`config.mk`:
```
export PLATFORM = sky130hd
export DESIGN_NAME = bus_prot_seq
export DESIGN_NICKNAME = d
export VERILOG_FILES = /design/src/rtl/bps_pkg.sv /design/src/rtl/bps_step_lookup.sv /design/src/rtl/bps_poll_timer.sv /design/src/rtl/bus_prot_seq.sv
export SDC_FILE = /design/constraint.sdc
export NUM_CORES = 1
export LEC_CHECK = 0
export BUFFER_PORTS_ARGS = -buffer_cell sky130_fd_sc_hd__buf_2
export CORE_ASPECT_RATIO = 1.25
export CORE_MARGIN = 2
export CORE_UTILIZATION = 40
export CTS_BUF_LIST = sky130_fd_sc_hd__clkbuf_4 sky130_fd_sc_hd__clkbuf_8
export CTS_CLUSTER_DIAMETER = 80
export CTS_CLUSTER_SIZE = 28
export DETAILED_ROUTE_END_ITERATION = 10
export PLACE_DENSITY = 0.74
export SYNTH_ARGS = -nofsm -noshare
export SYNTH_HDL_FRONTEND = slang
export SYNTH_SLANG_ARGS = --single-unit
```
`constraint.sdc`:
```
create_clock -name clk -period 6.2 [get_ports clk]
set_clock_uncertainty 0.2 [all_clocks]
set_input_delay 1.24 -clock clk [delete_from_list [all_inputs] [get_ports clk]]
set_output_delay 1.24 -clock clk [all_outputs]
set_load 0.1 [all_outputs]
```
`src/rtl/bps_pkg.sv`:
```
package bps_pkg;
  typedef enum logic [2:0] {
    ST_IDLE   = 3'd0,
    ST_WRITE  = 3'd1,
    ST_POLL   = 3'd2,
    ST_UNDO   = 3'd3,
    ST_FINISH = 3'd4
  } seq_state_t;
endpackage

```
`src/rtl/bps_step_lookup.sv`:
```
module bps_step_lookup #(
  parameter int NUM_STEPS = 3,
  parameter int BIT_IDX_W = 5,
  parameter int IDX_W     = 2,
  parameter logic [NUM_STEPS*BIT_IDX_W-1:0] STEP_BIT  = '0,
  parameter logic [NUM_STEPS-1:0]           STEP_BANK = '0
) (
  input  logic [IDX_W-1:0]     idx,
  output logic [BIT_IDX_W-1:0] bit_pos,
  output logic                 bank
);
  logic [BIT_IDX_W-1:0] bit_tab [NUM_STEPS];

  for (genvar g = 0; g < NUM_STEPS; g++) begin : g_tab
    assign bit_tab[g] = STEP_BIT[g*BIT_IDX_W +: BIT_IDX_W];
  end

  always_comb begin
    bit_pos = '0;
    bank    = 1'b0;
    for (int i = 0; i < NUM_STEPS; i++) begin
      if (idx == IDX_W'(i)) begin
        bit_pos = bit_tab[i];
        bank    = STEP_BANK[i];
      end
    end
  end
endmodule

```
`src/rtl/bps_poll_timer.sv`:
```
module bps_poll_timer #(
  parameter int POLL_GAP   = 1000,
  parameter int POLL_LIMIT = 10000
) (
  input  logic clk,
  input  logic rst_n,
  input  logic arm,
  input  logic active,
  output logic check,
  output logic last
);
  localparam int GAP_W = $clog2(POLL_GAP + 1);
  localparam int CNT_W = $clog2(POLL_LIMIT + 1);

  logic [GAP_W-1:0] gap_q;
  logic [CNT_W-1:0] polls_q;

  assign check = active && (gap_q == '0);
  assign last  = (polls_q == CNT_W'(POLL_LIMIT - 1));

  always_ff @(posedge clk or negedge rst_n) begin
    if (!rst_n) begin
      gap_q   <= '0;
      polls_q <= '0;
    end else if (arm) begin
      gap_q   <= '0;
      polls_q <= '0;
    end else if (active) begin
      if (gap_q == '0) begin
        gap_q   <= GAP_W'(POLL_GAP - 1);
        polls_q <= polls_q + 1'b1;
      end else begin
        gap_q <= gap_q - 1'b1;
      end
    end
  end
endmodule

```
`src/rtl/bus_prot_seq.sv`:
```
module bus_prot_seq #(
  parameter int BANK_W     = 32,
  parameter int NUM_STEPS  = 3,
  parameter int POLL_GAP   = 1000,
  parameter int POLL_LIMIT = 10000,
  parameter logic [NUM_STEPS*$clog2(BANK_W)-1:0] STEP_BIT = {5'd10, 5'd13, 5'd6},
  parameter logic [NUM_STEPS-1:0] STEP_BANK = 3'b100
) (
  input  logic              clk,
  input  logic              rst_n,
  input  logic              start,
  input  logic              protect,
  input  logic [BANK_W-1:0] rdy_lo,
  input  logic [BANK_W-1:0] rdy_hi,
  output logic              wr_set,
  output logic              wr_clr,
  output logic              wr_bank,
  output logic [BANK_W-1:0] wr_mask,
  output logic              busy,
  output logic              done,
  output logic              err
);
  import bps_pkg::*;

  localparam int BIT_IDX_W = $clog2(BANK_W);
  localparam int IDX_W     = (NUM_STEPS > 1) ? $clog2(NUM_STEPS) : 1;
  localparam logic [IDX_W-1:0] LAST_IDX = IDX_W'(NUM_STEPS - 1);

  seq_state_t       state_q;
  logic [IDX_W-1:0] idx_q;
  logic             prot_q;
  logic             err_q;

  logic [BIT_IDX_W-1:0] step_bit;
  logic                 step_bank;
  logic                 poll_chk, poll_last, rdy_bit;

  bps_step_lookup #(
    .NUM_STEPS(NUM_STEPS), .BIT_IDX_W(BIT_IDX_W), .IDX_W(IDX_W),
    .STEP_BIT(STEP_BIT), .STEP_BANK(STEP_BANK)
  ) u_lookup (
    .idx(idx_q), .bit_pos(step_bit), .bank(step_bank)
  );

  bps_poll_timer #(.POLL_GAP(POLL_GAP), .POLL_LIMIT(POLL_LIMIT)) u_timer (
    .clk(clk), .rst_n(rst_n),
    .arm(state_q == ST_WRITE),
    .active(state_q == ST_POLL),
    .check(poll_chk), .last(poll_last)
  );

  assign rdy_bit = step_bank ? rdy_hi[step_bit] : rdy_lo[step_bit];

  always_ff @(posedge clk or negedge rst_n) begin
    if (!rst_n) begin
      state_q <= ST_IDLE;
      idx_q   <= '0;
      prot_q  <= 1'b0;
      err_q   <= 1'b0;
    end else begin
      case (state_q)
        ST_IDLE: if (start) begin
          prot_q  <= protect;
          idx_q   <= protect ? '0 : LAST_IDX;
          err_q   <= 1'b0;
          state_q <= ST_WRITE;
        end
        ST_WRITE: begin
          if (prot_q)            state_q <= ST_POLL;
          else if (idx_q == '0)  state_q <= ST_FINISH;
          else                   idx_q   <= idx_q - 1'b1;
        end
        ST_POLL: begin
          if (poll_chk && rdy_bit) begin
            if (idx_q == LAST_IDX) state_q <= ST_FINISH;
            else begin
              idx_q   <= idx_q + 1'b1;
              state_q <= ST_WRITE;
            end
          end else if (poll_chk && poll_last) begin
            state_q <= ST_UNDO;
          end
        end
        ST_UNDO: begin
          err_q   <= 1'b1;
          state_q <= ST_FINISH;
        end
        ST_FINISH: state_q <= ST_IDLE;
        default:   state_q <= ST_IDLE;
      endcase
    end
  end

  assign wr_set  = (state_q == ST_WRITE) && prot_q;
  assign wr_clr  = ((state_q == ST_WRITE) && !prot_q) || (state_q == ST_UNDO);
  assign wr_bank = step_bank;
  assign wr_mask = BANK_W'(1) << step_bit;
  assign busy    = (state_q != ST_IDLE);
  assign done    = (state_q == ST_FINISH);
  assign err     = err_q;
endmodule

```
==> summary.md, run 1 <==
| Metric | Value |
|---|---|
| Status | `complete, no violations` |
| Synthesis-to-layout area growth | `13.0%` |
| Fin nets | `364` |
| Maxcap violations | `0` |
| Worst EP required | `4.76 ns` |
| Grt total ovfl | `0` |
| Pre-CTS setup slack | `2.80 ns` |
| FP Rows | `30` |
| Fill cells | `518` |
| IO Pins | `106` |
| TritonCTS sink count | `31` |
| GRT met3 Usage | `0.0382` |
| CP bufs+invs | `2` |
| CTS root buffer | `clkbuf_8` |
| Peak supply drop | `0.219 mV` |
| Worst Setup Start Kind | `flip-flop` |
| RSZ-0062 raised after global routing | `false` |
| Final ANT Viol Nets | `0` |
| Final Total Pwr | `1460 uW` |
| Final setup TNS | `0 ns` |
| CTS clk-pin slew, worst paths | `0.07 ns` |
| Mapped Avg Cell Area | `8.91 um2` |
| # setup viols final | `0` |
| Mapped Cells | `249` |
| EDFF count, synth | `0` |
| Skew-Pair Late Insertion Delay | `0.29 ns` |
| F_max | `0.270 GHz` |
| IO Port Bufs | `43` |
| Pins Over Slew Limit | `0` |
| Dpl cell area | `2390 um2` |
| Worst slew pin tran | `0.692 ns` |
| Worst path slowest cell | `ha_1` |
| DRC Markers | `0` |
| Initial antenna violation count | `0` |
| Total number of vias | `1866` |
| Final hold vios | `0` |
| Number of global-route vias before repair | `1725` |
| Die Ht | `87.3 um` |
| Met1 GRT Util | `0.175` |
| Final Critical Period | `3.71 ns` |
| Tcrit/Tclk final | `0.598` |
| Post-synthesis sequential area ratio | `0.350` |
| Cts bufs inserted | `5` |
| Crit path cell chain | `inv_1, ha_1, o21ai_0, nor3b_1, buf_2` |
| Die X-Extent | `70.6 um` |
| Die area | `6160 um2` |
| Normalized max-slew margin | `0.539` |
| Flops & latches, synth | `31` |
| Core area | `5410 um2` |
| HPWL after DPL | `3440 um` |
| Asr flop ratio synth | `1.00` |
| Leak | `0.00123 uW` |
| Crit Path Max Fanout | `12` |
| N_diodes | `0` |
| Largest net degree at the start of global routing | `32` |
| WL/cell | `13.2 um` |
| Share of cells above drive strength 1 | `0.226` |
| Most common cell after layout, fill and taps aside | `buf_2` |
| Prevailing post-synth register cell | `dfrtp_1` |
| CP peak stage delay | `0.46 ns` |
| Overall Global Routing Usage | `0.157` |
| CTS H-tree depth | `2` |
| Clock buffer depth | `2` |
| First drt pass iteration count | `5` |
| WP data arrival | `2.27 ns` |
| First-pass GRT wire length | `7760 um` |
| Setup CP Type | `reg2out` |
| Initial Util | `0.410` |
| Vias per cell | `5.32` |
| CTS tree | `yes` |
| Cts hold-fix bufs | `0` |
| Min Hold Slack | `0.305 ns` |
| HP Class | `reg2reg` |
| Cts repair resizes | `0` |
| Ys Warns | `0` |
| Pwr Density | `583 nW/um2` |
| Finished Cell Area | `2510 um2` |
| RePlAce Congestion | `0.811` |
| Final WL | `4650 um` |
| PnR worst setup slack | `2.49 ns` |
| Met2 GRT Util | `0.286` |
| Most Crowded Layer GR | `met2` |
| # Post-CTS Setup Buffers | `0` |
| Delay-heaviest family, CP | `buffers and inverters` |
| Crit. End Element | `output pin` |
| Synth unique cells | `56` |
| Iter 0 DRT Violations | `54` |
| Most frequent cells in the layout | `buf_2 (43), dfrtp_1 (31), nor2_1 (29)` |
| Synthesized area | `2220 um2` |
[cells by family (layout without fill, tap and decap cells)]
| group | count (synthesis) | in the layout | share of synthesized area |
|---|---|---|---|
| AO/OA/AOI/OAI | 47 | 47 | 0.151 |
| XOR/XNOR | 13 | 13 | 0.0513 |
| adder cells (fa/ha/maj) | 10 | 10 | 0.0564 |
| buffers and inverters | 33 | 56 | 0.0902 |
| flip-flops | 31 | 31 | 0.350 |
| multiplexers | 8 | 8 | 0.0581 |
| other | 1 | 16 | 0.00169 |
| AND/OR/NAND/NOR | 106 | 106 | 0.242 |
[cell type report]
cell class / count / area, um2 / share of cell area
Sequential cell: 31 / 776 / 0.310
Timing Repair Buffer: 43 / 215 / 0.0859
Multi-Input combinational cell: 200 / 1300 / 0.518
Tap cell: 64 / 80.1 / 0.0320
Inverter: 5 / 18.8 / 0.00749
Clock buffer: 6 / 82.6 / 0.0330
Clock inverter: 2 / 35.0 / 0.0140
[routing by layer]
| layer | routed length, um | up-vias | share of wire |
|---|---|---|---|
| met5 | 0 | - | 0 |
| met4 | 82 | 0 | 0.018 |
| met3 | 297 | 9 | 0.064 |
| met2 | 2320 | 63 | 0.50 |
| met1 | 1950 | 874 | 0.42 |
| li1 | - | 920 | - |
[worst reg2reg max path, stage by stage (launching register included)]
cell       delay (ns)
dfrtp_1          0.52
nor3b_2          0.52
nand4_1          0.59
a2111oi_2        0.66
o21ai_1          0.19
a21bo_2          0.24
[path summary, 6_finish.rpt]
path / cells after the start / slack, ns / endpoint / start
worst max-delay path: 5 / 2.49 / wr_mask[3] / idx_q[1]
worst min-delay path: 2 / 0.31 / u_timer.gap_q[9] / u_timer.gap_q[9]
worst max register to register: 5 / 3.16 / idx_q[0] / state_q[1]
worst min register to register: 2 / 0.31 / u_timer.gap_q[9] / u_timer.gap_q[9]
max in group asynchronous: 1 / 4.56 / u_timer.gap_q[0] / rst_n
min in group asynchronous: 1 / 0.79 / err / rst_n
[cell usage after synthesis (6+ instances only)]
library cell | instances | share of area
dfrtp_1 | 31 | 0.35
nor2_1 | 29 | 0.049
nand2_1 | 26 | 0.044
buf_4 | 17 | 0.058
a21oi_1 | 12 | 0.027
ha_1 | 10 | 0.056
o21ai_0 | 10 | 0.023
xor2_1 | 10 | 0.039
nand3_1 | 8 | 0.018
and3_1 | 7 | 0.020
clkbuf_1 | 6 | 0.010
nor3_1 | 6 | 0.014
[flip-flops by register name, indices dropped and copies added (netlist names)]
name	count
state_q	3
prot_q	1
idx_q	2
u_timer.gap_q	10
u_timer.polls_q	14
err	1
[stage by stage]
stage	cells	utilization
floorplan	264	-
global placement	343	0.442
detailed placement	343	0.442
CTS	351	0.464
global route	351	0.464
finish	351	0.464
[report_power, final]
group / switching, uW / internal, uW / total (uW)
Clock: 74.9 / 130 / 205
Sequential: 62.3 / 250 / 312
Combinational: 711 / 234 / 945
No activity file was read; power rests on OpenSTA's default activity.
==> run 2: changes to the inputs <==
- clock period: 6.2 -> 3.5 ns (I/O delays scaled with it)
==> run 2 against run 1 <==
- non-clock buffer count rose by 2
- hold slack got worse by 0.058 ns
- sequential power grew 78%
- clock power grew 33%
- count of clock-buffer cells in the layout decreased by 1
- critical path type unchanged
- design area increased by 1.0%
- routed wire length grew 0.54%
- utilization increased by 0.49 points
- via count rose by 1.2%
- highest routed layer unchanged
- sequential share of layout area is 0.32 points lower
- first-iteration DRC count increased by 28%
==> summary.md, run 2 (synthesis results as in run 1) <==
| Metric | Value |
|---|---|
| Status | `complete, no violations` |
| Setup CP Type | `reg2out` |
| Cts hold-fix bufs | `0` |
| Maxcap violations | `0` |
| TritonCTS sink count | `31` |
| RSZ-0062 raised after global routing | `false` |
| CTS clk-pin slew, worst paths | `0.07 ns` |
| Pwr Density | `1010 nW/um2` |
| Normalized max-slew margin | `0.479` |
| Pins Over Slew Limit | `0` |
| Share of cells above drive strength 1 | `0.260` |
| Vias per cell | `5.35` |
| IO Pins | `106` |
| Most frequent cells in the layout | `buf_2 (43), dfrtp_1 (31), nor2_1 (26), nand2_1 (26), conb_1 (16)` |
| Final Critical Period | `3.30 ns` |
| CTS H-tree depth | `2` |
| Tcrit/Tclk final | `0.942` |
| CP peak stage delay | `0.45 ns` |
| Crit. End Element | `output pin` |
| PnR worst setup slack | `0.203 ns` |
| Initial Util | `0.410` |
| Total number of vias | `1889` |
| Finished Cell Area | `2530 um2` |
| Die Ht | `87.3 um` |
| Largest register FFs | `14` |
| Overall Global Routing Usage | `0.156` |
| Fill cells | `522` |
| HPWL after DPL | `3480 um` |
| Worst EP required | `2.60 ns` |
| Leak | `0.00124 uW` |
| First drt pass iteration count | `5` |
| # setup viols final | `0` |
| CTS tree | `yes` |
| Cts bufs inserted | `5` |
| Worst Setup Start Kind | `flip-flop` |
| Core area | `5410 um2` |
| WL/cell | `13.2 um` |
| Number of global-route vias before repair | `1766` |
| RePlAce Congestion | `0.756` |
| CP bufs+invs | `2` |
| FP Rows | `30` |
| Die X-Extent | `70.6 um` |
| Crit Path Max Fanout | `12` |
| HP Class | `in2async` |
| Pre-CTS setup slack | `0.459 ns` |
| IO Port Bufs | `43` |
| Largest regs | `u_timer.polls_q x14, u_timer.gap_q x10, state_q x3` |
| Dpl cell area | `2450 um2` |
| Final WL | `4670 um` |
| Layout Cells excl Fill | `353` |
| Final setup TNS | `0 ns` |
| First-pass GRT wire length | `7760 um` |
| N_diodes | `0` |
| DRC Markers | `0` |
| Iter 0 DRT Violations | `69` |
| Most common cell after layout, fill and taps aside | `buf_2` |
| Final ANT Viol Nets | `0` |
| Skew-Pair Late Insertion Delay | `0.28 ns` |
| Placed insts | `345` |
| Storage cell area | `776 um2` |
| Grt total ovfl | `0` |
| CTS root buffer | `clkbuf_8` |
| Initial antenna violation count | `0` |
| Peak supply drop | `0.408 mV` |
| Internal reg-to-reg setup slack | `0.44 ns` |
| Worst slew pin tran | `0.773 ns` |
| WP data arrival | `2.40 ns` |
| Final hold vios | `0` |
| Synthesis-to-layout area growth | `14.2%` |
| Largest net degree at the start of global routing | `32` |
| Clock buffer depth | `2` |
| Area of the multi-input gates | `1340 um2` |
| Die area | `6160 um2` |
| Largest Register | `u_timer.polls_q` |
| Fin nets | `366` |
| F_max | `0.303 GHz` |
| Crit path cell chain | `inv_1, ha_1, o21ai_0, nor3b_4, buf_2` |
| Delay-heaviest family, CP | `buffers and inverters` |
| Worst path slowest cell | `dfrtp_1` |
run 2: changes by cell type in the layout (fill, tap and decap cells not counted), sizes merged:
cell and delta:
clkinv +2, buf +2, clkbuf -1, bufinv -1
run 2: routing by layer:
metal,vias to the layer above,GRT usage,routed length (um)
li1,924,-,-
met1,880,0.173,1880
met2,81,0.280,2370
met3,4,0.0451,375
met4,0,0.0669,44
met5,-,0,0
run 2: layout make-up:
cell class	count	share of cell area
Tap cell	64	0.0316
Multi-Input combinational cell	200	0.531
Sequential cell	31	0.306
Clock buffer	5	0.0272
Clock inverter	3	0.00593
Timing Repair Buffer	45	0.0909
Inverter	5	0.00741
run 2: metrics by stage:
| step | hold WS, ns | utilization | power, uW |
|---|---|---|---|
| after CTS | 0.269 | 0.468 | 2570 |
| after floorplan | 0.204 | - | 2070 |
| after global placement | 0.293 | 0.453 | 2270 |
| after global routing | 0.300 | 0.469 | 2720 |
| after detailed placement | 0.308 | 0.453 | 2290 |
| final | 0.247 | 0.469 | 2560 |
run 2: power breakdown:
part,switching (uW),internal (uW)
Sequential,111,442
Combinational,1290,438
Clock,136,136
Total,1540,1020
run 2: worst register-to-register path, stage by stage (launching register included):
cell       delay (ns)
dfrtp_1          0.45
inv_1            0.16
ha_1             0.45
mux2_1           0.38
mux4_2           0.48
a311oi_2         0.23
a2111oi_2        0.13
a311o_1          0.40
o21ai_2          0.11
run 2: final timing paths:
check                                    from                   to  depth (start not counted)
max                                  idx_q[0]           wr_mask[3]                          5
max in group asynchronous               rst_n  u_timer.polls_q[11]                          1
min reg2reg                u_timer.polls_q[0]   u_timer.polls_q[0]                          1
max reg2reg                          idx_q[0]           state_q[0]                          8
min in group clk           u_timer.polls_q[0]   u_timer.polls_q[0]                          1
min                                     rst_n                  err                          1
run 2: timing repair:
action / 4_1_cts / 5_1_grt
endpoints found under the setup margin: 0 / 1
buffers inserted: 0 / 0
endpoints found under the hold margin: 0 / 0
gates resized for setup: 0 / 1
